<file path="config.mk">
export PLATFORM = sky130hd
export DESIGN_NAME = gpio_win_port
export DESIGN_NICKNAME = d
export VERILOG_FILES = /design/src/rtl/gpio_win_pkg.sv /design/src/rtl/gpio_win_regs.sv /design/src/rtl/gpio_win_sync.sv /design/src/rtl/gpio_win_rdmux.sv /design/src/rtl/gpio_win_port.sv
export SDC_FILE = /design/constraint.sdc
export NUM_CORES = 1
export LEC_CHECK = 0
export ABC_AREA = 1
export BUFFER_PORTS_ARGS = -buffer_cell sky130_fd_sc_hd__clkbuf_2
export CORE_MARGIN = 2
export CORE_UTILIZATION = 40
export DETAILED_ROUTE_END_ITERATION = 10
export PLACE_DENSITY = 0.65
export SYNTH_ARGS = -nofsm -noshare
export SYNTH_HDL_FRONTEND = slang
export SYNTH_SLANG_ARGS = --single-unit
</file>
<file path="constraint.sdc">
create_clock -name clk -period 2.2 [get_ports clk]
set_clock_uncertainty 0.05 [all_clocks]
set_input_delay 0.44 -clock clk [delete_from_list [all_inputs] [get_ports clk]]
set_output_delay 0.44 -clock clk [all_outputs]
set_load 0.03 [all_outputs]
</file>
<file path="src/rtl/gpio_win_pkg.sv">
package gpio_win_pkg;

    localparam int PORT_W  = 8;
    localparam int HADDR_W = 4;
    localparam int SUB_W   = 4;

    localparam logic [HADDR_W-1:0] ADDR_SUBSEL = 4'hA;
    localparam logic [HADDR_W-1:0] ADDR_WINDOW = 4'hE;
    localparam logic [SUB_W-1:0]   SUB_DIR     = 4'b1011;
    localparam logic [SUB_W-1:0]   SUB_DATA    = 4'b1010;

    typedef enum logic [1:0] {
        TGT_NONE   = 2'd0,
        TGT_SUBSEL = 2'd1,
        TGT_DIR    = 2'd2,
        TGT_DATA   = 2'd3
    } target_e;

    typedef struct packed {
        logic [PORT_W-1:0] dir_n;
        logic [PORT_W-1:0] latch;
    } port_state_t;

    function automatic target_e decode_target(
        input logic [HADDR_W-1:0] addr,
        input logic [SUB_W-1:0]   sub
    );
        target_e t;
        t = TGT_NONE;
        if (addr == ADDR_SUBSEL) begin
            t = TGT_SUBSEL;
        end else if (addr == ADDR_WINDOW) begin
            if (sub == SUB_DIR)
                t = TGT_DIR;
            else if (sub == SUB_DATA)
                t = TGT_DATA;
        end
        return t;
    endfunction

    function automatic logic [PORT_W-1:0] widen_sub(input logic [SUB_W-1:0] sub);
        return {{(PORT_W-SUB_W){1'b0}}, sub};
    endfunction

endpackage

</file>
<file path="src/rtl/gpio_win_regs.sv">
module gpio_win_regs
    import gpio_win_pkg::*;
(
    input  logic                clk,
    input  logic                rst,
    input  logic                wr,
    input  logic [HADDR_W-1:0]  addr,
    input  logic [PORT_W-1:0]   wdata,
    output logic [SUB_W-1:0]    sub_q,
    output port_state_t         state_q
);

    target_e wr_tgt;
    assign wr_tgt = decode_target(addr, sub_q);

    always_ff @(posedge clk) begin
        if (rst) begin
            sub_q         <= '0;
            state_q.dir_n <= '1;
            state_q.latch <= '0;
        end else if (wr) begin
            case (wr_tgt)
                TGT_SUBSEL: sub_q         <= wdata[SUB_W-1:0];
                TGT_DIR:    state_q.dir_n <= wdata;
                TGT_DATA:   state_q.latch <= wdata;
                default:    ;
            endcase
        end
    end


    reset_state_chk: assert property (@(posedge clk)
        rst |=> (state_q.dir_n == '1 && state_q.latch == '0 && sub_q == '0));


    subsel_load_chk: assert property (@(posedge clk) disable iff (rst)
        (wr && addr == ADDR_SUBSEL) |=> sub_q == $past(wdata[SUB_W-1:0]));


    dir_load_chk: assert property (@(posedge clk) disable iff (rst)
        (wr && addr == ADDR_WINDOW && sub_q == SUB_DIR) |=> state_q.dir_n == $past(wdata));


    latch_load_chk: assert property (@(posedge clk) disable iff (rst)
        (wr && addr == ADDR_WINDOW && sub_q == SUB_DATA) |=> state_q.latch == $past(wdata));


    window_ignore_chk: assert property (@(posedge clk) disable iff (rst)
        (wr && addr == ADDR_WINDOW && sub_q != SUB_DIR && sub_q != SUB_DATA)
        |=> ($stable(state_q) && $stable(sub_q)));


    addr_ignore_chk: assert property (@(posedge clk) disable iff (rst)
        (addr != ADDR_WINDOW && addr != ADDR_SUBSEL) |=> ($stable(state_q) && $stable(sub_q)));

endmodule

</file>
<file path="src/rtl/gpio_win_sync.sv">
module gpio_win_sync
    import gpio_win_pkg::*;
#(
    parameter int STAGES = 2
) (
    input  logic              clk,
    input  logic              rst,
    input  logic [PORT_W-1:0] pins_async,
    output logic [PORT_W-1:0] pins_sync
);

    logic [PORT_W-1:0] stage_q [STAGES];

    always_ff @(posedge clk) begin
        if (rst) stage_q[0] <= '0;
        else     stage_q[0] <= pins_async;
    end


    sync_head_chk: assert property (@(posedge clk) disable iff (rst)
        !$past(rst) |-> stage_q[0] == $past(pins_async));

    for (genvar k = 1; k < STAGES; k++) begin : g_stage
        always_ff @(posedge clk) begin
            if (rst) stage_q[k] <= '0;
            else     stage_q[k] <= stage_q[k-1];
        end


        sync_shift_chk: assert property (@(posedge clk) disable iff (rst)
            !$past(rst) |-> stage_q[k] == $past(stage_q[k-1]));
    end

    assign pins_sync = stage_q[STAGES-1];

endmodule

</file>
<file path="src/rtl/gpio_win_rdmux.sv">
module gpio_win_rdmux
    import gpio_win_pkg::*;
(
    input  logic               clk,
    input  logic               rst,
    input  logic               rd,
    input  logic [HADDR_W-1:0] addr,
    input  logic [SUB_W-1:0]   sub_q,
    input  port_state_t        state_q,
    input  logic [PORT_W-1:0]  pins_sync,
    output logic [PORT_W-1:0]  rdata
);

    target_e           rd_tgt;
    logic [PORT_W-1:0] rd_sel;

    assign rd_tgt = decode_target(addr, sub_q);

    always_comb begin
        case (rd_tgt)
            TGT_SUBSEL: rd_sel = widen_sub(sub_q);
            TGT_DIR:    rd_sel = state_q.dir_n;
            TGT_DATA:   rd_sel = pins_sync;
            default:    rd_sel = '0;
        endcase
    end

    always_ff @(posedge clk) begin
        if (rst)     rdata <= '0;
        else if (rd) rdata <= rd_sel;
        else         rdata <= '0;
    end


    idle_zero_chk: assert property (@(posedge clk) disable iff (rst)
        !rd |=> rdata == '0);


    subsel_upper_chk: assert property (@(posedge clk) disable iff (rst)
        (rd && addr == ADDR_SUBSEL) |=> rdata[PORT_W-1:SUB_W] == '0);


    data_read_chk: assert property (@(posedge clk) disable iff (rst)
        (rd && addr == ADDR_WINDOW && sub_q == SUB_DATA) |=> rdata == $past(pins_sync));


    window_read_zero_chk: assert property (@(posedge clk) disable iff (rst)
        (rd && addr == ADDR_WINDOW && sub_q != SUB_DIR && sub_q != SUB_DATA) |=> rdata == '0);

endmodule

</file>
<file path="src/rtl/gpio_win_port.sv">
module gpio_win_port
    import gpio_win_pkg::*;
#(
    parameter int SYNC_STAGES = 2
) (
    input  logic               clk,
    input  logic               rst,
    input  logic [HADDR_W-1:0] host_addr,
    input  logic               host_wr,
    input  logic               host_rd,
    input  logic [PORT_W-1:0]  host_wdata,
    output logic [PORT_W-1:0]  host_rdata,
    input  logic [PORT_W-1:0]  pin_in,
    output logic [PORT_W-1:0]  pin_out,
    output logic [PORT_W-1:0]  pin_oe_n
);

    logic [SUB_W-1:0]  sub_q;
    port_state_t       state_q;
    logic [PORT_W-1:0] pins_sync;

    gpio_win_regs u_regs (
        .clk     (clk),
        .rst     (rst),
        .wr      (host_wr),
        .addr    (host_addr),
        .wdata   (host_wdata),
        .sub_q   (sub_q),
        .state_q (state_q)
    );

    gpio_win_sync #(.STAGES(SYNC_STAGES)) u_sync (
        .clk        (clk),
        .rst        (rst),
        .pins_async (pin_in),
        .pins_sync  (pins_sync)
    );

    gpio_win_rdmux u_rdmux (
        .clk       (clk),
        .rst       (rst),
        .rd        (host_rd),
        .addr      (host_addr),
        .sub_q     (sub_q),
        .state_q   (state_q),
        .pins_sync (pins_sync),
        .rdata     (host_rdata)
    );

    assign pin_out  = state_q.latch;
    assign pin_oe_n = state_q.dir_n;


    oe_follow_chk: assert property (@(posedge clk) disable iff (rst)
        !host_wr |=> $stable(pin_oe_n) && $stable(pin_out));

endmodule

</file>
==> results of run 1 <==
logic make-up (layout without fill, tap and decap cells):
family,count (synthesis),count (layout)
flip-flops,44,44
AND/OR/NAND/NOR,104,104
buffers and inverters,40,89
AO/OA/AOI/OAI,22,22
placed cells by master, fill, tap and decap left out:
cell,n
nor2_4,1
inv_1,31
clkbuf_8,6
nor2_1,40
dfxtp_1,44
clkbuf_1,1
buf_4,1
nor3_4,1
nand2_2,3
nand3_2,3
nand4_1,10
nor2_2,2
nor2_8,1
inv_2,2
clkbuf_2,47
nand2_1,20
clkinvlp_4,1
nand3_1,19
a21oi_1,7
nor3_1,4
o21ai_0,15
power by group:
group | internal (mW) | switching (mW)
Clock | 0.255 | 0.261
Combinational | 0.0264 | 0.0466
Sequential | 0.811 | 0.00482
registers in the layout, indices dropped and copies added, names as in the netlist:
name,count
u_regs.sub_q,4
u_rdmux.rdata,8
u_sync.stage_q,16
u_regs.state_q,16
cell type report:
type / count / share of cell area
flip-flops and latches: 44 / 0.435
multi-input cells: 126 / 0.307
clock buffers: 7 / 0.0426
repair buffers: 48 / 0.120
clock inverters: 1 / 0.00371
well taps: 50 / 0.0309
inverters: 33 / 0.0611
per-stage QoR:
stage | power [mW] | hold WS [ns]
global placement | 0.907 | 0.341
CTS | 1.42 | 0.266
finish | 1.41 | 0.272
global route | 1.46 | 0.271
floorplan | 0.874 | 0.338
detailed placement | 0.908 | 0.343
worst max-delay path, delay by kind of cell, from the launching register on:
kind,cells,cell delay (ns)
flops,1,0.39
simple gates,5,0.89
path summary, 6_finish.rpt:
kind / to / depth (start not counted)
min reg2reg: u_sync.stage_q[1][6] / 2
max: u_regs.state_q[9] / 5
min: u_sync.stage_q[0][5] / 3
max reg2reg: u_regs.state_q[9] / 5
metal layers:
metal	track usage	vias up
met2	0.261	34
li1	-	760
met1	0.208	610
met3	0.0422	7
met4	0.0875	0
met5	0	-
==> impl_metrics.json, run 1 <==
{
  "synth_cell_types": 19,
  "seq_area_frac_synth": 0.527,
  "layout-drive-gt1-share": 0.263,
  "syn_inst": 210,
  "synth_top_family_by_area": "simple AND/OR/NAND/NOR gates",
  "die_w_microns": 68.6,
  "grt_max_degree": 22,
  "viasPerCell": 4.57,
  "power_density_nw_per_um2": 694,
  "ir_drop_mv": 0.437,
  "regArea_sq_um": 881,
  "utilization": 0.506,
  "post_cts_buffers": 0,
  "yosysWarnings": 0,
  "clk-insertion-delay-late_ns": 0.30,
  "muxShareOfSynthArea": 0,
  "coreArea_sq_um": 4000,
  "timing.fmax_mhz": 694,
  "synth-compound-area-share": 0.0659,
  "r2r-start": "u_regs.sub_q[1]",
  "synth_edf_count": 0,
  "met3WireLength_microns": 188,
  "final_cell_count_no_fill": 309,
  "cts_buffer_depth": 2,
  "cts-resized-gates": 0,
  "synth_area_leaders": "dfxtp_1 53%, nor2_1 9.0%, inv_1 7.0%",
  "slew_violations": 0,
  "max_stage_delay_ns": 0.39,
  "placed_area_sq_um": 1930,
  "fin_crit_ns": 1.44,
  "area_growth_syn_to_layout_pct": 21.3,
  "fp.dieH_microns": 68.6,
  "max_slew_margin": 0.784,
  "yosysTopAreaCellShare": 0.527,
  "drtPass1Iterations": 4,
  "tightestPinTransition_ns": 0.322,
  "n_antenna_cell": 0,
  "drv_cap": 0,
  "r2r_setup_slack_ns": 0.76,
  "num_rows": 23,
  "top_level_ports": 48,
  "holdBufCountCts": 0,
  "hold_path.class": "in -> reg",
  "place_congestion": 0.837,
  "grt_pass1_wl_mm": 5.64,
  "arrival_ns": 1.58,
  "multiInputGateArea_sq_um": 622,
  "synth.most_common_cell": "dfxtp_1",
  "startpoint": "u_regs.sub_q[1]",
  "grt_pass1_vias": 1274,
  "cts_buffers": 5,
  "setup-tns-final_ns": 0,
  "clock_sinks": 44,
  "cp-start-kind": "flip-flop",
  "grt_overflow": 0,
  "timing_hold_violations_final": 0,
  "worst_path_max_delay_cell": "dfxtp_1",
  "avgSynthCellArea_sq_um": 7.95,
  "place_ws_ns": 0.533,
  "status": "complete, no violations",
  "synth.top_cells.by_count": "44 x dfxtp_1, 40 x nor2_1, 31 x inv_1, 20 x nand2_1, 19 x nand3_1",
  "cp_max_fo": 17,
  "htreeDepth": 2,
  "dieArea_sq_um": 4710,
  "routedLengthMet1_mm": 1.51,
  "drc": 0,
  "syn_area_sq_um": 1670,
  "cp_data_required_time_ns": 2.34,
  "setup_ws_ns": 0.759,
  "avgRoutedWirePerCell_microns": 10.9,
  "rsz0062_at_grt": "no",
  "antenna_found_initial": 0,
  "fin_nets": 282,
  "synth-simple-area-share": 0.306,
  "grt_usage": 0.166,
  "routed_wl_mm": 3.38,
  "synthAdderAreaFrac": 0,
  "root_buffer": "clkbuf_8",
  "fin_crit_sh": 0.655,
  "synth_xor_xnor_area_share": 0,
  "async_reset_ff_frac": 0,
  "top_layer_used": "met4",
  "ys_dominant_reg_cell": "dfxtp_1",
  "endpoint_kind": "flip-flop",
  "clkTransAtPathRegs_ns": 0.08,
  "syn_nets": 234,
  "dp_hpwl_mm": 2.54,
  "criticalPathCategory": "reg -> reg",
  "wl_met2_mm": 1.62,
  "worstPathCellList": "nand4_1 -> nor2_8 -> nand3_2 -> nand2_1 -> nand3_1",
  "ys_ff_latch": 44,
  "route.antenna.remaining_nets": 0,
  "synth_top_cell_by_area": "dfxtp_1",
  "port_buffers": 47,
  "cts_tree": "built",
  "via_count": 1411,
  "nFillCells": 403,
  "placedCellCount": 301,
  "initial_utilization": 0.418,
  "setup_viol": 0,
  "hold_start": "pin_in[5]",
  "final_area_sq_um": 2030,
  "p_leak_nw": 0.999,
  "drtIter0Drc": 57
}
No activity file was read; power rests on OpenSTA's default activity.
==> run 2, diff against run 1 <==
==> constraint.sdc (replaced) <==
create_clock -name clk -period 1.4 [get_ports clk]
set_clock_uncertainty 0.05 [all_clocks]
set_input_delay 0.28 -clock clk [delete_from_list [all_inputs] [get_ports clk]]
set_output_delay 0.28 -clock clk [all_outputs]
set_load 0.03 [all_outputs]
==> run 2 against run 1 <==
Compared with the run above: first-iteration DRC count fell by 30%; worst hold slack lost 0.15 ns; worst setup slack lost 0.67 ns; non-clock buffer count up 10; via count increased by 2.5%; utilization up 2.9 points; clock power grew 56%; sequential power is 57% higher; die area stayed put.
==> impl_metrics.json, run 2 (synthesis results as in run 1) <==
{
  "largestRegisters": "u_regs.state_q: 16 flops, u_sync.stage_q: 16 flops, u_rdmux.rdata: 8 flops",
  "drc": 0,
  "crit_family": "simple AND/OR/NAND/NOR gates",
  "final_common_cell": "clkbuf_2",
  "viasPerCell": 4.53,
  "drtIter0Drc": 40,
  "die_w_microns": 68.6,
  "clkTransAtPathRegs_ns": 0.08,
  "whs_endpoint": "u_sync.stage_q[0][1]",
  "endpoint_kind": "flip-flop",
  "placedCellCount": 308,
  "drtPass1Iterations": 4,
  "routed_wl_mm": 3.53,
  "slew_violations": 0,
  "ir_drop_mv": 0.588,
  "max_slew_margin": 0.768,
  "antenna_found_initial": 0,
  "setup_viol": 0,
  "max_stage_delay_ns": 0.35,
  "fin_nets": 292,
  "timing_hold_violations_final": 0,
  "avgRoutedWirePerCell_microns": 11.1,
  "area_growth_syn_to_layout_pct": 28.2,
  "cts_buffers": 5,
  "port_buffers": 47,
  "timing.fmax_mhz": 764,
  "clk-insertion-delay-late_ns": 0.29,
  "r2r_setup_slack_ns": 0.09,
  "cts_buffer_depth": 2,
  "fin_crit_ns": 1.31,
  "initial_utilization": 0.418,
  "status": "complete, no violations",
  "route.antenna.remaining_nets": 0,
  "grt_pass1_vias": 1317,
  "hold_start": "pin_in[1]",
  "criticalPathCategory": "reg -> reg",
  "dieArea_sq_um": 4710,
  "root_buffer": "clkbuf_8",
  "nFillCells": 406,
  "n_antenna_cell": 0,
  "setup-tns-final_ns": 0,
  "coreArea_sq_um": 4000,
  "top_level_ports": 48,
  "hold_depth": 3,
  "r2r-start": "u_regs.sub_q[2]",
  "arrival_ns": 1.48,
  "startpoint": "u_regs.sub_q[2]",
  "cp_data_required_time_ns": 1.57,
  "final_cell_count_no_fill": 319,
  "place_congestion": 0.789,
  "rr_worst_depth": 6,
  "via_count": 1446,
  "cp_max_fo": 5,
  "hold_path.class": "in -> reg",
  "dp_hpwl_mm": 2.69,
  "cts_tree": "built",
  "clock_sinks": 44,
  "grt_pass1_wl_mm": 5.72,
  "place_ws_ns": -0.0212,
  "drv_cap": 0,
  "num_rows": 23,
  "worst_path_max_delay_cell": "dfxtp_2",
  "r2r-end": "u_rdmux.rdata[7]",
  "fp.dieH_microns": 68.6,
  "final_cell_mix": "47 x clkbuf_2, 41 x dfxtp_1, 40 x nor2_1, 31 x inv_1, 20 x nand2_1",
  "setup_ws_ns": 0.0912,
  "regArea_sq_um": 885,
  "grt_overflow": 0,
  "htreeDepth": 2,
  "multiInputGateArea_sq_um": 642,
  "layout-drive-gt1-share": 0.309,
  "cp-start-kind": "flip-flop",
  "cp.buffers_inverters": 2,
  "fin_crit_sh": 0.935,
  "worstPathCellList": "inv_2 -> nand4_1 -> nor2_8 -> buf_4 -> nand3_1 -> a21oi_1",
  "grt_usage": 0.166,
  "grt_max_degree": 21,
  "tightestPinTransition_ns": 0.346,
  "power_density_nw_per_um2": 1030,
  "p_leak_nw": 1.06
}
==> run 2: metal layers <==
layer / up-vias / global-route usage / routed length (microns)
met4: 0 / 0.0525 / 28
met1: 622 / 0.200 / 1560
met3: 5 / 0.0503 / 209
li1: 780 / - / -
met5: - / 0 / 0
met2: 39 / 0.282 / 1730
==> run 2: worst min-delay path: stages <==
cell	delay, ns
clkbuf_2	0.08
inv_1	0.04
nor2_1	0.03
==> run 2: timing repair <==
action | in CTS | in global routing
endpoints found under the setup margin | 0 | 21
gates resized for setup | 0 | 8
hold buffers | 0 | 0
setup buffers | 0 | 3
==> run 2: through the flow <==
step / hold slack (ns) / utilization / cell area [sq um] / total power [mW]
floorplan: 0.337 / - / 1670 / 1.37
global placement: 0.341 / 0.496 / 1980 / 1.43
detailed placement: 0.343 / 0.496 / 1980 / 1.43
CTS: 0.108 / 0.520 / 2080 / 2.24
global route: 0.103 / 0.535 / 2140 / 2.32
finish: 0.117 / 0.535 / 2140 / 2.21
==> run 2: worst max path at each step <==
stage                                   end  slack (ns)  cells past startpoint
after detailed placement  u_regs.state_q[2]       -0.02                      8
after global routing      u_regs.state_q[0]      -0.007                      8
after floorplan           u_regs.state_q[0]        0.22                      8
after CTS                  u_rdmux.rdata[1]        0.04                      5
after global placement    u_regs.state_q[1]        0.01                      8
final                      u_rdmux.rdata[7]        0.09                      6
==> run 2: cell type report <==
type,count,share of cell area
multi-input cells,126,0.300
inverters,33,0.0579
clock buffers,7,0.0403
flip-flops and latches,44,0.413
well taps,50,0.0292
clock inverters,1,0.00351
repair buffers,58,0.156
==> run 2: power by group <==
group	leakage, nW	internal [mW]	switching, mW
combinational	0.657	0.0475	0.0769
clock	0.0445	0.401	0.406
sequential	0.360	1.27	0.00832
